`config.mk`:
```
export PLATFORM = sky130hd
export DESIGN_NAME = dram_addr_decoder
export DESIGN_NICKNAME = d
export VERILOG_FILES = /design/src/rtl/dmap_pkg.sv /design/src/rtl/dmap_geom_norm.sv /design/src/rtl/dmap_chip_match.sv /design/src/rtl/dmap_field_split.sv /design/src/rtl/dram_addr_decoder.sv
export SDC_FILE = /design/constraint.sdc
export NUM_CORES = 1
export LEC_CHECK = 0
export ABC_AREA = 1
export BUFFER_PORTS_ARGS = -buffer_cell sky130_fd_sc_hd__buf_2
export CORE_ASPECT_RATIO = 0.9
export CORE_UTILIZATION = 54
export CTS_BUF_LIST = sky130_fd_sc_hd__clkbuf_8
export CTS_CLUSTER_DIAMETER = 80
export DETAILED_ROUTE_END_ITERATION = 12
export GPL_TIMING_DRIVEN = 0
export PLACE_DENSITY = 0.84
export SLEW_MARGIN = 20
export SYNTH_ARGS = -nofsm -noshare
export SYNTH_HDL_FRONTEND = slang
export SYNTH_SLANG_ARGS = --single-unit
```
`constraint.sdc`:
```
create_clock -name clk -period 2.4 [get_ports clk]
set_input_delay 0.24 -clock clk [delete_from_list [all_inputs] [get_ports clk]]
set_output_delay 0.24 -clock clk [all_outputs]
set_load 0.02 [all_outputs]
```
`src/rtl/dmap_pkg.sv`:
```
package dmap_pkg;

  typedef enum logic {
    ORDER_LINEAR     = 1'b0,
    ORDER_INTERLEAVE = 1'b1
  } field_order_e;

  // Normalised field widths, 4-bit counts.
  typedef struct packed {
    logic [3:0] bank_n;
    logic [3:0] row_n;
    logic [3:0] col_n;
    logic [1:0] drop_n;
    field_order_e order;
  } geom_t;

endpackage

```
`src/rtl/dmap_geom_norm.sv`:
```
module dmap_geom_norm #(
  parameter int CNT_W      = 4,
  parameter int ROW_MIN_W  = 13,
  parameter int ROW_MAX_W  = 15,
  parameter int COL_MIN_W  = 9,
  parameter int COL_MAX_W  = 11,
  parameter int BANK_MIN_W = 2,
  parameter int BANK_MAX_W = 3
) (
  input  logic [CNT_W-1:0] row_bits,
  input  logic [CNT_W-1:0] col_bits,
  input  logic             bank3,
  input  logic             bus32,
  input  logic             interleave,
  output dmap_pkg::geom_t  geom
);
  localparam logic [CNT_W-1:0] RMIN = CNT_W'(ROW_MIN_W);
  localparam logic [CNT_W-1:0] RMAX = CNT_W'(ROW_MAX_W);
  localparam logic [CNT_W-1:0] CMIN = CNT_W'(COL_MIN_W);
  localparam logic [CNT_W-1:0] CMAX = CNT_W'(COL_MAX_W);

  always_comb begin
    geom = '0;
    if (row_bits < RMIN)      geom.row_n = 4'(RMIN);
    else if (row_bits > RMAX) geom.row_n = 4'(RMAX);
    else                      geom.row_n = 4'(row_bits);
    if (col_bits < CMIN)      geom.col_n = 4'(CMIN);
    else if (col_bits > CMAX) geom.col_n = 4'(CMAX);
    else                      geom.col_n = 4'(col_bits);
    geom.bank_n = bank3 ? 4'(BANK_MAX_W) : 4'(BANK_MIN_W);
    geom.drop_n = bus32 ? 2'd2 : 2'd1;
    geom.order  = interleave ? dmap_pkg::ORDER_INTERLEAVE : dmap_pkg::ORDER_LINEAR;
  end
endmodule

```
`src/rtl/dmap_chip_match.sv`:
```
module dmap_chip_match #(
  parameter int N_CHIPS = 2,
  parameter int SEL_W   = 8
) (
  input  logic [SEL_W-1:0]         sel,
  input  logic [N_CHIPS*SEL_W-1:0] base,
  input  logic [N_CHIPS*SEL_W-1:0] mask,
  input  logic [N_CHIPS-1:0]       en,
  output logic [N_CHIPS-1:0]       hit,
  output logic [N_CHIPS-1:0]       grant
);
  for (genvar g = 0; g < N_CHIPS; g++) begin : g_cmp
    logic [SEL_W-1:0] m;
    assign m      = mask[g*SEL_W +: SEL_W];
    assign hit[g] = en[g] && ((sel & m) == (base[g*SEL_W +: SEL_W] & m));
  end

  // Lowest index wins.
  always_comb begin
    grant = '0;
    for (int i = N_CHIPS - 1; i >= 0; i--) begin
      if (hit[i]) grant = N_CHIPS'(1) << i;
    end
  end
endmodule

```
`src/rtl/dmap_field_split.sv`:
```
module dmap_field_split #(
  parameter int ADDR_W     = 32,
  parameter int ROW_MAX_W  = 15,
  parameter int COL_MAX_W  = 11,
  parameter int BANK_MAX_W = 3
) (
  input  logic [ADDR_W-1:0]     addr,
  input  dmap_pkg::geom_t       geom,
  output logic [BANK_MAX_W-1:0] bank,
  output logic [ROW_MAX_W-1:0]  row,
  output logic [COL_MAX_W-1:0]  col
);
  localparam int SH_W = 6;

  logic [ADDR_W-1:0]     word;
  logic [ADDR_W-1:0]     row_src, bank_src;
  logic [SH_W-1:0]       row_sh, bank_sh;
  logic [COL_MAX_W-1:0]  col_m;
  logic [ROW_MAX_W-1:0]  row_m;
  logic [BANK_MAX_W-1:0] bank_m;

  always_comb begin
    word   = addr >> geom.drop_n;
    col_m  = ~({COL_MAX_W{1'b1}} << geom.col_n);
    row_m  = ~({ROW_MAX_W{1'b1}} << geom.row_n);
    bank_m = ~({BANK_MAX_W{1'b1}} << geom.bank_n);
    if (geom.order == dmap_pkg::ORDER_INTERLEAVE) begin
      bank_sh = SH_W'(geom.col_n);
      row_sh  = SH_W'(geom.col_n) + SH_W'(geom.bank_n);
    end else begin
      row_sh  = SH_W'(geom.col_n);
      bank_sh = SH_W'(geom.col_n) + SH_W'(geom.row_n);
    end
    row_src  = word >> row_sh;
    bank_src = word >> bank_sh;
    col  = word[COL_MAX_W-1:0] & col_m;
    row  = row_src[ROW_MAX_W-1:0] & row_m;
    bank = bank_src[BANK_MAX_W-1:0] & bank_m;
  end
endmodule

```
`src/rtl/dram_addr_decoder.sv`:
```
module dram_addr_decoder #(
  parameter int ADDR_W     = 32,
  parameter int SEL_W      = 8,
  parameter int N_CHIPS    = 2,
  parameter int CNT_W      = 4,
  parameter int ROW_MIN_W  = 13,
  parameter int ROW_MAX_W  = 15,
  parameter int COL_MIN_W  = 9,
  parameter int COL_MAX_W  = 11,
  parameter int BANK_MIN_W = 2,
  parameter int BANK_MAX_W = 3
) (
  input  logic                     clk,
  input  logic                     rst,
  input  logic                     in_valid,
  input  logic [ADDR_W-1:0]        in_addr,
  input  logic [N_CHIPS*SEL_W-1:0] cfg_base,
  input  logic [N_CHIPS*SEL_W-1:0] cfg_mask,
  input  logic [N_CHIPS-2:0]       cfg_extra_en,
  input  logic [CNT_W-1:0]         cfg_row_bits,
  input  logic [CNT_W-1:0]         cfg_col_bits,
  input  logic                     cfg_bank3,
  input  logic                     cfg_bus32,
  input  logic                     cfg_interleave,
  output logic                     out_valid,
  output logic                     out_miss,
  output logic [N_CHIPS-1:0]       out_cs,
  output logic [BANK_MAX_W-1:0]    out_bank,
  output logic [ROW_MAX_W-1:0]     out_row,
  output logic [COL_MAX_W-1:0]     out_col
);
  localparam int SEL_LSB = ADDR_W - SEL_W;

  dmap_pkg::geom_t       geom;
  logic [N_CHIPS-1:0]    chip_en, hit, grant;
  logic [BANK_MAX_W-1:0] bank_c;
  logic [ROW_MAX_W-1:0]  row_c;
  logic [COL_MAX_W-1:0]  col_c;
  logic                  any_hit;

  dmap_geom_norm #(
    .CNT_W(CNT_W), .ROW_MIN_W(ROW_MIN_W), .ROW_MAX_W(ROW_MAX_W),
    .COL_MIN_W(COL_MIN_W), .COL_MAX_W(COL_MAX_W),
    .BANK_MIN_W(BANK_MIN_W), .BANK_MAX_W(BANK_MAX_W)
  ) u_norm (
    .row_bits(cfg_row_bits), .col_bits(cfg_col_bits), .bank3(cfg_bank3),
    .bus32(cfg_bus32), .interleave(cfg_interleave), .geom(geom)
  );

  assign chip_en = {cfg_extra_en, 1'b1};

  dmap_chip_match #(.N_CHIPS(N_CHIPS), .SEL_W(SEL_W)) u_match (
    .sel(in_addr[ADDR_W-1:SEL_LSB]), .base(cfg_base), .mask(cfg_mask),
    .en(chip_en), .hit(hit), .grant(grant)
  );


  chip1_gate_chk: assert property (@(posedge clk) disable iff (rst)
    !chip_en[1] |-> !grant[1]);

  dmap_field_split #(
    .ADDR_W(ADDR_W), .ROW_MAX_W(ROW_MAX_W), .COL_MAX_W(COL_MAX_W),
    .BANK_MAX_W(BANK_MAX_W)
  ) u_split (
    .addr(in_addr), .geom(geom), .bank(bank_c), .row(row_c), .col(col_c)
  );

  assign any_hit = |hit;

  always_ff @(posedge clk) begin
    if (rst) begin
      out_valid <= 1'b0;
      out_miss  <= 1'b0;
      out_cs    <= '0;
      out_bank  <= '0;
      out_row   <= '0;
      out_col   <= '0;
    end else begin
      out_valid <= in_valid;
      out_miss  <= in_valid && !any_hit;
      if (in_valid && any_hit) begin
        out_cs   <= grant;
        out_bank <= bank_c;
        out_row  <= row_c;
        out_col  <= col_c;
      end else begin
        out_cs   <= '0;
        out_bank <= '0;
        out_row  <= '0;
        out_col  <= '0;
      end
    end
  end


  accept_lat_chk: assert property (@(posedge clk) disable iff (rst)
    in_valid |=> out_valid);

  idle_zero_chk: assert property (@(posedge clk) disable iff (rst)
    !in_valid |=> (!out_valid && !out_miss && out_cs == '0 && out_row == '0));

  miss_zero_chk: assert property (@(posedge clk) disable iff (rst)
    out_miss |-> (out_cs == '0 && out_bank == '0 && out_row == '0 && out_col == '0));

  cs_single_chk: assert property (@(posedge clk) disable iff (rst)
    (out_valid && !out_miss) |-> ($countones(out_cs) == 1));

  cs_onehot_chk: assert property (@(posedge clk) disable iff (rst)
    $onehot0(out_cs));
endmodule

```
# Word-level counts from Yosys, hierarchy flattened
# Cells that the tools add are included.
dict set report totals {
  regBits 33
  in_bits 79
  out_inout_bits 33
}
dict set report classes {
  n_addsub 2
  order_cmp 4
  eq_ne 2
  shift 6
  n_mux 11
  bitwise 11
  reduce_logical 7
}
# op n
set ops {}
lappend ops {{bitwise AND 8 bit} 4}
lappend ops {{>> shifter 32 x 2 -> 32 bit} 1}
lappend ops {{>> shifter 32 x 6 -> 15 bit} 1}
lappend ops {{>> shifter 32 x 6 -> 3 bit} 1}
lappend ops {{equality test 8 bit} 2}
lappend ops {{two-way mux 4 bit} 4}
lappend ops {{bitwise AND 15 bit} 1}
lappend ops {{NOT 15 bit} 1}
lappend ops {{left shift 15 x 4 -> 15 bit (first input constant)} 1}
lappend ops {{bitwise AND 11 bit} 1}
lappend ops {{NOT 11 bit} 1}
lappend ops {{left shift 11 x 4 -> 11 bit (first input constant)} 1}
lappend ops {{> comparator 4 bit (second input constant)} 2}
lappend ops {{< comparator 4 bit (second input constant)} 2}
lappend ops {{two-way mux 6 bit} 1}
lappend ops {{adder 4 x 2 -> 5 bit} 1}
lappend ops {{adder 4 x 4 -> 5 bit} 1}
lappend ops {{two-way mux 5 bit} 1}
lappend ops {{two-way mux 2 bit} 2}
lappend ops {{OR reduction 2 bit} 2}
lappend ops {{bitwise AND 3 bit} 1}
lappend ops {{logical AND 1 bit} 3}
lappend ops {{two-way mux 1 bit} 3}
lappend ops {{NOT 3 bit} 1}
lappend ops {{other kinds (4)} 4}

# Longest topological paths before layout
dict set report depth {
  ltp_word 7
  mapped_depth 18
}

# Modules after synthesis
# Synthesis repeated with hierarchy kept, for this count alone.
dict set report hier_totals {
  cells_unflattened 1008
  hier_area_um2 5332.6
}
# mod n_inst cells_each area_each_um2 seq_area_each_um2
set modules_own_cells {}
lappend modules_own_cells {dmap_field_split 1 799 3746.1 0.0}
lappend modules_own_cells {dram_addr_decoder 1 106 1107.3 660.6}
lappend modules_own_cells {dmap_chip_match 1 81 349.1 0.0}
lappend modules_own_cells {dmap_geom_norm 1 22 130.1 0.0}

# Worst setup path after synthesis
# OpenSTA, ideal clock, no wires.
dict set report synth_path {
  path_kind {input-to-reg}
  start {in cfg_row_bits[1]}
  end {reg out_bank[0]}
  arrival_ns 1.972
  path_slack_ns 0.316
  path_stages 14
  path_buffers 1
  path_cell_list {nand3_1 or2_2 ha_1 ha_1 nor2_1 o21bai_2 buf_2 nand3_1 nand3_1 nand2_1 nand2_1 nand2_1 nor2_1 nor2_1}
}
dict set report synth_via {
  elab_chain_cells 7
}
# item line
set synth_rtl {}
lappend synth_rtl {{from (decl)} dram_addr_decoder.sv:20} ;# input logic [CNT_W-1:0] cfg_row_bits,
lappend synth_rtl {{> comparator 4 bit} dmap_geom_norm.sv:25} ;# else if (row_bits > RMAX) geom.row_n = 4'(RMAX);
lappend synth_rtl {{two-way mux 4 bit} dmap_geom_norm.sv:25}
lappend synth_rtl {{two-way mux 4 bit *} dmap_geom_norm.sv:24} ;# if (row_bits < RMIN) geom.row_n = 4'(RMIN);
lappend synth_rtl {{adder 4 x 4 -> 5 bit *} dmap_field_split.sv:32} ;# bank_sh = SH_W'(geom.col_n) + SH_W'(geom.row_n);
lappend synth_rtl {{two-way mux 6 bit *} dmap_field_split.sv:27} ;# if (geom.order == dmap_pkg::ORDER_INTERLEAVE) begin
lappend synth_rtl {{>> shifter 32 x 6 -> 3 bit *} dmap_field_split.sv:35} ;# bank_src = word >> bank_sh;
lappend synth_rtl {{bitwise AND 3 bit *} dmap_field_split.sv:38} ;# bank = bank_src[BANK_MAX_W-1:0] & bank_m;
lappend synth_rtl {{to (signal assigned)} dram_addr_decoder.sv:83} ;# out_bank <= bank_c;
lappend synth_rtl {{to (decl)} dram_addr_decoder.sv:28} ;# output logic [BANK_MAX_W-1:0] out_bank,
# Every way passes the cells marked *; elsewhere a longest branch is shown, timed or not.
# A chain may end at the register's enable or synchronous reset.

# Worst setup path after layout
dict set report layout_path {
  start {in cfg_col_bits[2]}
  end {reg out_bank[0]}
}
dict set report layout_via {
  elab_chain_cells 7
}
# item line
set layout_rtl {}
lappend layout_rtl {{from (decl)} dram_addr_decoder.sv:21} ;# input logic [CNT_W-1:0] cfg_col_bits,
lappend layout_rtl {{> comparator 4 bit} dmap_geom_norm.sv:28} ;# else if (col_bits > CMAX) geom.col_n = 4'(CMAX);
lappend layout_rtl {{two-way mux 4 bit} dmap_geom_norm.sv:28}
lappend layout_rtl {{two-way mux 4 bit *} dmap_geom_norm.sv:27} ;# if (col_bits < CMIN) geom.col_n = 4'(CMIN);
lappend layout_rtl {{adder 4 x 4 -> 5 bit} dmap_field_split.sv:32}
lappend layout_rtl {{two-way mux 6 bit *} dmap_field_split.sv:27}
lappend layout_rtl {{>> shifter 32 x 6 -> 3 bit *} dmap_field_split.sv:35}
lappend layout_rtl {{bitwise AND 3 bit *} dmap_field_split.sv:38}
# Marked as above.

==> impl_metrics.toml <==
[status]
status = "complete, no violations"

[global_routing]
grt_max_degree = 11
grt_pass1_wl_mm = 19.0
overflow = 0
grtUsageTotal_pct = 35.1
grt_pass1_vias = 4088
antenna_found_initial = 0

[clocking]
cts-htree-levels = 2
tritoncts = "done"
ctsLongestPathBuffers = 2
cts_root_buffer = "clkbuf_8"
cts_hold_buf = 0
cts_made_buffers = 5
cts.sinks = 33
clk_pin_slew_ns = 0.07

[power]
comb_power_share_pct = 44.3
switching_share_pct = 39.3
p_leak_nw = 2.50
power.share.sequential_pct = 28.0
power_switching_mw = 0.787
clkPwrFrac_pct = 27.7
ir_drop_uv = 275
intPower_mw = 1.21
power-per-cell-area_nw_per_um2 = 462
p_total_mw = 2.00

[floorplanning]
coreArea_sq_um = 6250
die_x_microns = 87.5
start_util_pct = 56.9
io_pins = 112
die_h_microns = 79.0
die-area_sq_um = 6910
num_rows = 27

[finish]
fillers = 597
nets = 831
num_antenna_cells = 0
final_cell_area_sq_um = 4330
drive_gt1_share_pct = 23.4
stdcell_count = 834
synthToLayoutAreaGrowth_pct = 21.9

[detailed_routing]
wirelength_mm = 11.5
dr.pass1.iters = 6
ant_nets = 0
vias_per_cell = 5.45
vias = 4542
wl_per_cell_microns = 13.8
drc_errors = 0
drt_iter0_drc = 341

[logic_synthesis]
yosysWarnings = 0
synth_top_family_by_area = "simple AND/OR/NAND/NOR gates"
synth_ff_type = "dfxtp_1"
synth_seq_cells = 33
synthMostInstantiatedCell = "nand2_1"
muxShareOfSynthArea_pct = 0.281
ys_types = 44
netlist_area_sq_um = 3560
synth_xor_xnor_area_share_pct = 1.27
synth_area_leaders = "nand2_1 (21%), dfxtp_1 (19%), nand3_1 (14%)"
synth-edff-count = 0
syn_inst = 629
synthArstFlopShare_pct = 0
synth.cells.most_frequent = "nand2_1 (199), nand3_1 (99), inv_1 (76)"
synth_compound_area_share_pct = 18.1
synthSimpleGateAreaFrac_pct = 44.1
ys_seq_area_share_pct = 18.6
yosysTopAreaCell = "nand2_1"
synthAdderAreaFrac_pct = 2.11
synth_area_per_cell_sq_um = 5.65
yosys.area.top_type_share_pct = 21.0

[critical_path]
startpoint_type = "input pin"
crit_required_ns = 2.63
cp.arrival_ns = 2.53
crit_fanout = 10
cp-end-kind = "flop"
crit_type = "input pin to flop"

[placement]
post-place-cells = 826
gp_congestion = 0.978
hpwl_mm = 9.10
dpl_cell_area_sq_um = 4210
pre_cts_slack_ns = -0.182
portBuffers = 108

[sta]
setup_viol = 0
timing_worst_slew_pin_value_ns = 0.996
drv_slew = 0
fmax_mhz = 435
rsz0062_at_grt = "true"
fin_crit_sh_pct = 95.8
setup_ws_ns = 0.101
period_needed_ns = 2.30
relSlewSlack_pct = 32.9
hold_violations = 0

[min_path]
min_path_cells = 2
hold_path_class = "input pin to flop"

[run]
max_cap_violations = 0
-- state kept, by name (all words and copies together), names as in the netlist --
register / cells
out_col: 11
out_row: 15
out_cs: 2
out_miss: 1
out_bank: 3
out_valid: 1
-- worst max-delay path: stages --
cell and delay (ns):
buf_2 0.13, nor2_2 0.19, nand2_2 0.15, ha_1 0.24
ha_1 0.27, nor2_1 0.19, o21bai_2 0.23, buf_4 0.26
nand3_1 0.14, nand2_1 0.09, nand2_1 0.05, nand2_1 0.06
nand2_1 0.06, nand3_1 0.09, nand2_1 0.05, nor2_1 0.08
-- layout make-up --
class                      count  area, sq um  share of cell area [%]
multi-input combinational    482         2350                    54.3
sequential                    33          661                    15.2
timing repair buffer         108          541                    12.5
inverter                      84          318                    7.33
buffer                        32          235                    5.43
tap                           87          109                    2.51
clock buffer                   6         82.6                    1.91
clock inverter                 2         33.8                   0.779
-- path summary, 6_finish.rpt --
check | startpoint | end | slack, ns
setup / recovery | cfg_col_bits[2] | out_bank[0] | 0.10
hold / removal | rst | out_valid | 0.14
-- cell usage in the layout (no fill, tap or decap), types with 2 or more instances in the layout --
master and instances:
a21boi_0 2, nor2_2 2, o21ai_1 36, inv_1 77, inv_2 5, clkinv_1 2, clkbuf_8 6, buf_4 5
or2_1 2, or2_2 2, buf_2 122, nor3_1 3, conb_1 4, o22ai_1 4, o21ai_0 36, buf_6 10
nor2_1 36, dfxtp_1 33, a21oi_2 3, nand3_1 99, ha_1 6, o21ai_2 3, o211ai_1 9, a21oi_1 12
nand2_2 5, nand2_1 199, nand3b_1 3, xor2_1 2
-- logic make-up (layout without fill, tap and decap cells) --
family | Yosys count | count (layout)
muxes | 1 | 1
AOI/OAI and AO/OA | 110 | 110
xor gates and xnor gates | 3 | 3
adders and majority gates | 6 | 6
DFF | 33 | 33
other | 2 | 4
and+or+nand+nor | 358 | 358
buffers and inverters | 116 | 232
-- power groups by stage --
stage | combinational, mW | sequential, mW | clock, mW
2_1_floorplan | 0.596 | 0.589 | 0
3_3_place_gp | 0.844 | 0.573 | 0
3_5_place_dp | 0.855 | 0.574 | 0
4_1_cts | 0.859 | 0.561 | 0.557
5_1_grt | 0.988 | 0.562 | 0.584
6_report | 0.886 | 0.561 | 0.554
-- through the flow --
step	util (%)	hold WS, ns	setup TNS [ns]
2_1_floorplan	-	0.344	0
3_3_place_gp	67.4	0.437	-0.277
3_5_place_dp	67.4	0.436	-0.478
4_1_cts	69.3	0.128	0
5_1_grt	69.3	0.151	-0.108
6_report	69.3	0.137	0
-- metal layers --
metal,part of all wire (%),vias to the layer above,GRT usage (%)
met5,0,-,0
met4,2.2,0,12.5
met3,8.8,27,5.09
met2,45,231,57.1
met1,44,2030,47.0
li1,-,2254,-
-- timing repair --
action	CTS	global route
endpoints found under the setup margin	0	3
setup buffers	0	0
hold endpoints to repair	0	0
gates resized for setup	0	3
No activity file was read; power rests on OpenSTA's default activity.
